## config.mk

```make
export PLATFORM = sky130hd
export DESIGN_NAME = sflash_cmd_front
export DESIGN_NICKNAME = d
export VERILOG_FILES = /design/src/rtl/sflash_pkg.sv /design/src/rtl/sflash_sync.sv /design/src/rtl/sflash_rx.sv /design/src/rtl/sflash_judge.sv /design/src/rtl/sflash_tx.sv /design/src/rtl/sflash_cmd_front.sv
export SDC_FILE = /design/constraint.sdc
export NUM_CORES = 1
export LEC_CHECK = 0
export ABC_AREA = 1
export BUFFER_PORTS_ARGS = -buffer_cell sky130_fd_sc_hd__buf_2
export CAP_MARGIN = 20
export CORE_MARGIN = 1
export CORE_UTILIZATION = 30
export DETAILED_ROUTE_END_ITERATION = 8
export PLACE_DENSITY = 0.51
export SLEW_MARGIN = 10
export SYNTH_ARGS = -nofsm -noshare
export SYNTH_HDL_FRONTEND = slang
export SYNTH_SLANG_ARGS = --single-unit
```

## constraint.sdc

```tcl
create_clock -name clk -period 2.7 [get_ports clk]
set_input_delay 0 -clock clk [delete_from_list [all_inputs] [get_ports clk]]
set_output_delay 0 -clock clk [all_outputs]
set_load 0.05 [all_outputs]
```

## src/rtl/sflash_pkg.sv

```systemverilog
`timescale 1ns/1ps
package sflash_pkg;

  localparam logic [7:0] OP_WRSR = 8'h01;
  localparam logic [7:0] OP_PROG = 8'h02;
  localparam logic [7:0] OP_READ = 8'h03;
  localparam logic [7:0] OP_WRDI = 8'h04;
  localparam logic [7:0] OP_RDSR = 8'h05;
  localparam logic [7:0] OP_WREN = 8'h06;
  localparam logic [7:0] OP_FRD  = 8'h0B;
  localparam logic [7:0] OP_SERS = 8'h20;
  localparam logic [7:0] OP_CER1 = 8'h60;
  localparam logic [7:0] OP_RID1 = 8'h90;
  localparam logic [7:0] OP_RID2 = 8'h9F;
  localparam logic [7:0] OP_WAKE = 8'hAB;
  localparam logic [7:0] OP_SLP  = 8'hB9;
  localparam logic [7:0] OP_CER2 = 8'hC7;
  localparam logic [7:0] OP_BERS = 8'hD8;

  localparam int ST_PROT = 7;
  localparam int ST_WEL  = 1;
  localparam logic [7:0] ST_WR_MASK = 8'b1001_1100;

  typedef enum logic [2:0] {
    CL_NONE, CL_READ, CL_WREN, CL_WRDI, CL_WRSR, CL_MODIFY, CL_SLEEP
  } cmd_cls_e;

  typedef struct packed {
    cmd_cls_e   cls;
    logic       needs_wel;
    logic [3:0] min_bytes;
  } op_info_t;

  function automatic op_info_t classify(input logic [7:0] op);
    op_info_t r;
    r.cls       = CL_NONE;
    r.needs_wel = 1'b0;
    r.min_bytes = 4'd1;
    case (op)
      OP_READ, OP_FRD, OP_WAKE, OP_RID1, OP_RID2, OP_RDSR: r.cls = CL_READ;
      OP_WREN: r.cls = CL_WREN;
      OP_WRDI: r.cls = CL_WRDI;
      OP_SLP:  r.cls = CL_SLEEP;
      OP_WRSR: begin r.cls = CL_WRSR;   r.needs_wel = 1'b1; r.min_bytes = 4'd2; end
      OP_PROG: begin r.cls = CL_MODIFY; r.needs_wel = 1'b1; r.min_bytes = 4'd5; end
      OP_SERS, OP_BERS: begin r.cls = CL_MODIFY; r.needs_wel = 1'b1; r.min_bytes = 4'd4; end
      OP_CER1, OP_CER2: begin r.cls = CL_MODIFY; r.needs_wel = 1'b1; r.min_bytes = 4'd1; end
      default: r.cls = CL_NONE;
    endcase
    return r;
  endfunction

endpackage

```

## src/rtl/sflash_sync.sv

```systemverilog
`timescale 1ns/1ps
module sflash_sync #(
  parameter int WIDTH  = 4,
  parameter int STAGES = 2,
  parameter logic [WIDTH-1:0] RST_VAL = '0
) (
  input  logic             clk,
  input  logic             rst,
  input  logic [WIDTH-1:0] din,
  output logic [WIDTH-1:0] dout
);
  logic [WIDTH-1:0] stg [STAGES];

  for (genvar g = 0; g < STAGES; g++) begin : g_stage
    if (g == 0) begin : g_first
      always_ff @(posedge clk) begin
        if (rst) stg[g] <= RST_VAL;
        else     stg[g] <= din;
      end
    end else begin : g_next
      always_ff @(posedge clk) begin
        if (rst) stg[g] <= RST_VAL;
        else     stg[g] <= stg[g-1];
      end
    end
  end

  assign dout = stg[STAGES-1];
endmodule

```

## src/rtl/sflash_rx.sv

```systemverilog
`timescale 1ns/1ps
module sflash_rx #(
  parameter int MAX_BYTES = 8,
  localparam int BC_W = $clog2(MAX_BYTES + 1)
) (
  input  logic            clk,
  input  logic            rst,
  input  logic            cs_s,
  input  logic            sclk_rise,
  input  logic            si_s,
  output logic [2:0]      bit_idx,
  output logic [BC_W-1:0] byte_cnt,
  output logic [7:0]      opcode,
  output logic [7:0]      data1
);
  logic [6:0] shreg;
  logic [7:0] next_byte;

  assign next_byte = {shreg, si_s};

  always_ff @(posedge clk) begin
    if (rst || cs_s) begin
      shreg    <= '0;
      bit_idx  <= '0;
      byte_cnt <= '0;
      opcode   <= '0;
      data1    <= '0;
    end else if (sclk_rise) begin
      shreg   <= next_byte[6:0];
      bit_idx <= bit_idx + 3'd1;
      if (bit_idx == 3'd7) begin
        if (byte_cnt != BC_W'(MAX_BYTES)) byte_cnt <= byte_cnt + BC_W'(1);
        if (byte_cnt == BC_W'(0)) opcode <= next_byte;
        if (byte_cnt == BC_W'(1)) data1  <= next_byte;
      end
    end
  end
endmodule

```

## src/rtl/sflash_judge.sv

```systemverilog
`timescale 1ns/1ps
module sflash_judge #(
  parameter int MAX_BYTES = 8,
  localparam int BC_W = $clog2(MAX_BYTES + 1)
) (
  input  logic            clk,
  input  logic            rst,
  input  logic            cs_rise,
  input  logic            wp_s,
  input  logic [2:0]      bit_idx,
  input  logic [BC_W-1:0] byte_cnt,
  input  logic [7:0]      opcode,
  input  logic [7:0]      data1,
  output logic [7:0]      status,
  output logic            accept,
  output logic            reject,
  output logic [7:0]      op_out
);
  import sflash_pkg::*;

  op_info_t info;
  logic     op_done, silent, aligned, long_enough, wel_ok, locked, go;

  always_comb begin
    info        = classify(opcode);
    op_done     = byte_cnt != BC_W'(0);
    silent      = !op_done && bit_idx == 3'd0;
    aligned     = bit_idx == 3'd0;
    long_enough = int'(byte_cnt) >= int'(info.min_bytes);
    wel_ok      = !info.needs_wel || status[ST_WEL];
    locked      = info.cls == CL_WRSR && status[ST_PROT] && !wp_s;
    if (!op_done)                 go = 1'b0;
    else if (info.cls == CL_READ) go = 1'b1;
    else if (info.cls == CL_NONE) go = 1'b0;
    else                          go = aligned && long_enough && wel_ok && !locked;
  end

  always_ff @(posedge clk) begin
    if (rst) begin
      status <= '0;
      accept <= 1'b0;
      reject <= 1'b0;
      op_out <= '0;
    end else begin
      accept <= 1'b0;
      reject <= 1'b0;
      if (cs_rise && !silent) begin
        op_out <= opcode;
        if (go) begin
          accept <= 1'b1;
          case (info.cls)
            CL_WREN:   status[ST_WEL] <= 1'b1;
            CL_WRDI:   status[ST_WEL] <= 1'b0;
            CL_MODIFY: status[ST_WEL] <= 1'b0;
            CL_WRSR:   status <= data1 & ST_WR_MASK;
            default:   status <= status;
          endcase
        end else begin
          reject <= 1'b1;
        end
      end
    end
  end
endmodule

```

## src/rtl/sflash_tx.sv

```systemverilog
`timescale 1ns/1ps
module sflash_tx (
  input  logic       clk,
  input  logic       rst,
  input  logic       cs_s,
  input  logic       sclk_fall,
  input  logic       rdsr_active,
  input  logic [7:0] status,
  output logic       so,
  output logic       so_oe
);
  logic [2:0] idx;

  always_ff @(posedge clk) begin
    if (rst || cs_s) begin
      so    <= 1'b0;
      so_oe <= 1'b0;
      idx   <= 3'd7;
    end else if (rdsr_active && sclk_fall) begin
      so    <= status[idx];
      so_oe <= 1'b1;
      idx   <= idx - 3'd1;
    end
  end
endmodule

```

## src/rtl/sflash_cmd_front.sv

```systemverilog
`timescale 1ns/1ps
module sflash_cmd_front #(
  parameter int SYNC_STAGES = 2,
  parameter int MAX_BYTES   = 8
) (
  input  logic       clk,
  input  logic       rst,
  input  logic       sclk,
  input  logic       cs_n,
  input  logic       si,
  input  logic       wp_n,
  output logic       so,
  output logic       so_oe,
  output logic       cmd_accept,
  output logic       cmd_reject,
  output logic [7:0] cmd_opcode
);
  import sflash_pkg::*;
  localparam int BC_W = $clog2(MAX_BYTES + 1);

  logic [3:0]      pins_s;
  logic            sclk_s, cs_s, si_s, wp_s;
  logic            sclk_q, cs_q;
  logic            sclk_rise, sclk_fall, cs_rise;
  logic [2:0]      bit_idx;
  logic [BC_W-1:0] byte_cnt;
  logic [7:0]      opcode, data1, status;
  logic            rdsr_active;

  sflash_sync #(.WIDTH(4), .STAGES(SYNC_STAGES), .RST_VAL(4'b1010)) u_sync (
    .clk(clk), .rst(rst), .din({wp_n, si, cs_n, sclk}), .dout(pins_s)
  );

  assign {wp_s, si_s, cs_s, sclk_s} = pins_s;

  always_ff @(posedge clk) begin
    if (rst) begin
      sclk_q <= 1'b0;
      cs_q   <= 1'b1;
    end else begin
      sclk_q <= sclk_s;
      cs_q   <= cs_s;
    end
  end

  assign sclk_rise = sclk_s && !sclk_q && !cs_s;
  assign sclk_fall = !sclk_s && sclk_q && !cs_s;
  assign cs_rise   = cs_s && !cs_q;

  sflash_rx #(.MAX_BYTES(MAX_BYTES)) u_rx (
    .clk(clk), .rst(rst), .cs_s(cs_s), .sclk_rise(sclk_rise), .si_s(si_s),
    .bit_idx(bit_idx), .byte_cnt(byte_cnt), .opcode(opcode), .data1(data1)
  );

  sflash_judge #(.MAX_BYTES(MAX_BYTES)) u_judge (
    .clk(clk), .rst(rst), .cs_rise(cs_rise), .wp_s(wp_s),
    .bit_idx(bit_idx), .byte_cnt(byte_cnt), .opcode(opcode), .data1(data1),
    .status(status), .accept(cmd_accept), .reject(cmd_reject), .op_out(cmd_opcode)
  );

  assign rdsr_active = byte_cnt != BC_W'(0) && opcode == OP_RDSR;

  sflash_tx u_tx (
    .clk(clk), .rst(rst), .cs_s(cs_s), .sclk_fall(sclk_fall),
    .rdsr_active(rdsr_active), .status(status), .so(so), .so_oe(so_oe)
  );
endmodule

```

==> results of run 1 <==
[Yosys cell counts, types with 4 or more instances]
cell	number
or2_2	5
nand2_2	9
inv_2	7
nor3_1	4
nor2_2	5
dfxtp_1	56
clkbuf_1	4
ha_1	10
o21ai_0	41
nand2_1	36
nand3_1	12
nor2_1	46
nand4_1	9
inv_1	50
a21oi_1	37
nor2_4	4
[cell type report]
class / count / area share, %
Multi-Input combinational cell: 228 / 41.2
Sequential cell: 56 / 37.6
Inverter: 57 / 7.18
Timing Repair Buffer: 24 / 4.95
Tap cell: 105 / 4.41
Clock buffer: 5 / 2.31
Clock inverter: 3 / 2.31
[sequential cells by signal, summed over array words and instances (netlist names), 3 cells and up]
signal          count
u_judge.op_out      8
u_rx.opcode         8
u_sync.stg          8
u_rx.shreg          7
u_judge.status      5
u_rx.byte_cnt       4
u_rx.data1          4
u_rx.bit_idx        3
u_tx.idx            3
[timing repair]
item	CTS	global route
hold buffers	4	0
hold endpoints to repair	4	0
setup endpoints to repair	0	7
gates resized for setup	0	3
[cells by family after synthesis]
group	after synthesis	synth area share (%)
and+or+nand+nor	135	25.6
AOI/OAI and AO/OA	83	16.7
buffers and inverters	64	9.48
adders and majority gates	10	4.84
DFF	56	43.3
[layer usage]
layer	up-vias	share of wire [%]	routed length [um]	track usage (%)
met5	-	0	0	0
met4	0	1.1	61	3.79
met3	6	2.4	128	2.42
met2	28	42	2270	19.8
met1	938	54	2940	19.6
li1	1179	-	-	-
[power groups by stage]
stage / clock network [mW] / logic [mW] / registers [mW]
finish: 0.668 / 0.0333 / 0.836
CTS: 0.690 / 0.0338 / 0.836
global route: 0.719 / 0.0381 / 0.837
floorplan: 0 / 0.0191 / 0.855
detailed placement: 0 / 0.0293 / 0.855
global placement: 0 / 0.0291 / 0.855
[how the worst min path moves through the flow]
stage / start / end / cells after the start
floorplan: cs_n / u_sync.stg[0][1]$_SDFF_PP1_ / 1
global placement: cs_n / u_sync.stg[0][1]$_SDFF_PP1_ / 2
detailed placement: cs_n / u_sync.stg[0][1]$_SDFF_PP1_ / 2
CTS: rst / u_sync.stg[1][2]$_SDFF_PP0_ / 2
global route: rst / u_sync.stg[1][0]$_SDFF_PP0_ / 2
finish: rst / u_sync.stg[1][2]$_SDFF_PP0_ / 2
[worst max-delay path, stage by stage, from the launching register on]
cell	delay (ns)
dfxtp_1	0.47
nand2_1	0.14
nor2_1	0.12
nand2_1	0.10
nand2_2	0.10
nor2_4	0.05
nand2_2	0.07
nand4_1	0.09
ha_1	0.28
inv_1	0.04
nand2_1	0.05
a21oi_1	0.05
o21ai_0	0.15
nand2_1	0.07
inv_1	0.07
nand4_2	0.12
nand2_4	0.13
nand3_4	0.08
nand2_1	0.06
inv_1	0.03
nor2_1	0.09
[through the flow]
step | std cells | total power [mW] | cell area (sq um) | util [%]
global route | 478 | 1.59 | 2980 | 35.9
CTS | 478 | 1.56 | 2970 | 35.8
detailed placement | 466 | 0.885 | 2800 | 33.7
global placement | 466 | 0.884 | 2800 | 33.7
floorplan | 348 | 0.874 | 2590 | -
finish | 478 | 1.54 | 2980 | 35.9
==> impl_metrics.ini, run 1 <==
[floorplanning]
io_pins = 18
start_util_pct = 31.2
rows = 33
die_height_um = 94.9
core_area_sq_um = 8300
die_w_um = 94.9
dieArea_sq_um = 9000

[global_routing]
grt_pass1_wl_um = 9410
gr-total-overflow = 0
grt_max_degree = 23
antenna_found_initial = 0
first_global_vias = 2006
grt.total_usage_pct = 13.4

[clock_tree]
htreeDepth = 2
cts_tree = yes
cts_setup_buffers = 0
cts_root_buf = clkbuf_8
cts_sinks = 56
cts_buffers = 5
clk_pin_slew_ns = 0.11
clk_path_buf_depth = 2
worstSkewPairLatency_ns = 0.32

[synthesis]
ys_seq_area_share_pct = 43.3
syn_nets = 364
synthFlopType = dfxtp_1
ys_ff_latch = 56
yosysTopAreaCell = dfxtp_1
synthesis.area_sq_um = 2590
avgSynthCellArea_sq_um = 7.44
yosys_warnings = 0
async_flop_share_pct = 0
synthCells = 348
synth_top_cell_area_share_pct = 43.3
ys_top_cells_by_area = dfxtp_1 43%, o21ai_0 7.9%, inv_1 7.3%
synth_edf_count = 0
ys_types = 29

[worst_setup_path]
end_kind = register
critPathKind = reg2reg
cp.arrival_ns = 2.67
path_max_fanout = 8
worst-r2r-cell-count = 20
r2r-start = u_rx.opcode[0]$_SDFFE_PP0P_
r2r_slack_ns = 0.29
critical_path.startpoint_type = register
crit_start = u_rx.opcode[0]$_SDFFE_PP0P_
r2r-end = u_judge.status[7]$_SDFFE_PP0P_
required_ns = 2.96
crit_path_end = u_judge.status[7]$_SDFFE_PP0P_

[placement]
dp_slack_ns = 0.282
globalplace.congestion = 0.985
port_buffers = 17
dp_hpwl_um = 4040

[sta]
timing.hold.ws_ns = 0.0210
clock_skew_ns = 0.00889
slew-limit-headroom_pct = 54.9
rsz0062_at_grt = false
clock.fmax_ghz = 0.416
min_period_ns = 2.41
setup_viol = 0
hold_viol_final = 0
worst_pin_slew_ns = 0.676
finalSetupTns_ns = 0
post-route-period-util_pct = 89.1
slew_viol_final = 0
setup_ws_ns = 0.294

[layout]
antenna_cells = 0
most-common-layout-cells = 56 x dfxtp_1, 50 x inv_1, 43 x nor2_1
layout.cells.most_common = dfxtp_1
drive_above_1_share_pct = 17.4
nets = 388
multi_input_area_sq_um = 1230
nFillCells = 895
seq_area_sq_um = 1120
syn_to_final_growth_pct = 15.2

[run_status]
status = finished clean

[pwr]
clockPowerShare_pct = 43.5
seqPwrFrac_pct = 54.4
intPower_mw = 1.22
p_sw_share_pct = 20.7
p_per_area_nw_per_um2 = 516
p_sw_uw = 318
p_leak_nw = 1.22
p_comb_share_pct = 2.2
vdd_drop_max_uv = 262

[drt]
drc = 0
drtIter0Drc = 79
antenna_left = 0
wirelength_um = 5390
vias = 2151
via_per_inst = 4.50
dr.pass1.iters = 4
wl_per_cell_um = 11.3

[flow_run]
maxCapViolCount = 0

[worst_hold_path]
hold_class = in2reg
Power figures use the tool's default switching activity.
==> run 2, diff against run 1 <==
- PLACE_DENSITY: 0.51 -> 0.43
==> impl_metrics.ini, run 2 (synthesized netlist as in run 1, its figures left out) <==
[drt]
wl_per_cell_um = 12.2
drc = 0
wirelength_um = 5810
via_per_inst = 4.54
vias = 2170
dr.pass1.iters = 4
antenna_left = 0
drtIter0Drc = 80

[layout]
layout.cells.most_common = dfxtp_1
most-common-layout-cells = 52 x dfxtp_1, 49 x inv_1, 41 x nor2_1, 41 x o21ai_0, 37 x a21oi_1
layoutNonFillerInstCount = 478
top_regs = u_judge.op_out (8), u_rx.opcode (8), u_sync.stg (8)
nets = 388
syn_to_final_growth_pct = 15.3
antenna_cells = 0
drive_above_1_share_pct = 19.3

[pwr]
p_sw_share_pct = 21.9
clockPowerShare_pct = 39.8
p_sw_uw = 316
seqPwrFrac_pct = 57.9
p_leak_nw = 1.21
vdd_drop_max_uv = 171
p_per_area_nw_per_um2 = 484
p_comb_share_pct = 2.3
intPower_mw = 1.13

[placement]
dp_cells = 466
dp_hpwl_um = 4300
port_buffers = 17
dp_slack_ns = 0.233
globalplace.congestion = 0.901

[floorplanning]
die_height_um = 94.9
rows = 33
io_pins = 18
core_area_sq_um = 8300
die_w_um = 94.9
dieArea_sq_um = 9000
start_util_pct = 31.2

[clock_tree]
clk_pin_slew_ns = 0.11
cts_buffers = 5
htreeDepth = 2
cts_root_buf = clkbuf_8
cts_tree = yes
cts_setup_buffers = 0
worstSkewPairLatency_ns = 0.32
clk_path_buf_depth = 2
cts_sinks = 56

[sta]
post-route-period-util_pct = 88.9
slew_viol_final = 0
setup_ws_ns = 0.301
min_period_ns = 2.40
worst_pin_slew_ns = 0.549
slew-limit-headroom_pct = 63.3
hold_viol_final = 0
clock.fmax_ghz = 0.417
clock_skew_ns = 0.0116
setup_viol = 0

[global_routing]
antenna_found_initial = 0
grt_max_degree = 23
grt_pass1_wl_um = 9600
gr-total-overflow = 0
grt.total_usage_pct = 14.1
first_global_vias = 1970

[worst_setup_path]
critical_path.startpoint_type = register
path_max_fanout = 8
required_ns = 2.96
critPathKind = reg2reg
end_kind = register
cp.arrival_ns = 2.66

[worst_hold_path]
hold_class = in2reg

[flow_run]
maxCapViolCount = 0

[run_status]
status = finished clean
[run 2: cell types whose count changed in the layout (fill, tap and decap cells not counted), sizes merged]
cell / before / now
bufinv: 2 / 1
clkinv: 0 / 2
inv: 58 / 57
[run 2: routing by layer]
metal	share of wire, %	wire length (um)	vias up	global-route usage, %
li1	-	-	1176	-
met1	53	3110	964	20.4
met2	42	2420	24	20.7
met3	3.2	188	6	2.90
met4	1.6	92	0	4.92
met5	0	0	-	0
[run 2: stage by stage]
step	setup TNS, ns	utilization, %	power (mW)	hold WS [ns]	instance area [sq um]
2_1_floorplan	0	-	0.874	0.104	2590
3_3_place_gp	0	33.7	0.885	0.181	2800
3_5_place_dp	0	33.7	0.885	0.187	2800
4_1_cts	0	35.6	1.47	0.0239	2950
5_1_grt	-0.000163	36.0	1.50	0.0416	2980
6_report	0	36.0	1.44	0.0174	2980
[run 2: repair_timing]
| item | in CTS | in global routing |
|---|---|---|
| endpoints found under the setup margin | 0 | 7 |
| gates resized for setup | 0 | 13 |
| hold buffers | 4 | 0 |
| hold endpoints to repair | 4 | 0 |
[run 2: worst max-delay path, cell delays in order (launching register included)]
cell     delay [ns]
dfxtp_1        0.39
inv_2          0.13
nand2_2        0.08
nor2_2         0.14
nand2_1        0.07
nand2_2        0.09
nor2_4         0.05
nand2_2        0.08
nand4_1        0.09
ha_1           0.28
inv_1          0.04
nand2_1        0.05
a21oi_1        0.05
o21ai_0        0.14
nand2_1        0.07
inv_1          0.07
nand4_2        0.12
nand2_4        0.13
nand3_4        0.09
nand2_1        0.06
inv_1          0.03
nor2_1         0.08
[run 2: power by group through the flow]
stage	clock network [mW]	logic (mW)	registers, mW
2_1_floorplan	0	0.0191	0.855
5_1_grt	0.626	0.0390	0.837
6_report	0.574	0.0333	0.836
4_1_cts	0.600	0.0345	0.836
3_3_place_gp	0	0.0297	0.855
3_5_place_dp	0	0.0301	0.855
[run 2: final timing paths]
kind                                    start                        endpoint  slack, ns  depth (start not counted)
setup reg to reg  u_rx.opcode[2]$_SDFFE_PP0P_  u_judge.status[2]$_SDFFE_PP0P_       0.30                         21
setup / recovery  u_rx.opcode[2]$_SDFFE_PP0P_  u_judge.status[2]$_SDFFE_PP0P_       0.30                         21
hold reg to reg   u_sync.stg[0][0]$_SDFF_PP0_     u_sync.stg[1][0]$_SDFF_PP0_       0.41                          2
hold / removal                            rst     u_sync.stg[0][2]$_SDFF_PP0_       0.02                          2
[run 2: cell type report]
| cell class | count | area [sq um] |
|---|---|---|
| clock buffers | 5 | 68.8 |
| clock inverters | 3 | 47.5 |
| fillers | 908 | 5320 |
| inverters | 57 | 214 |
| multi-input cells | 228 | 1250 |
| flip-flops and latches | 56 | 1130 |
| well taps | 105 | 131 |
| repair buffers | 24 | 148 |
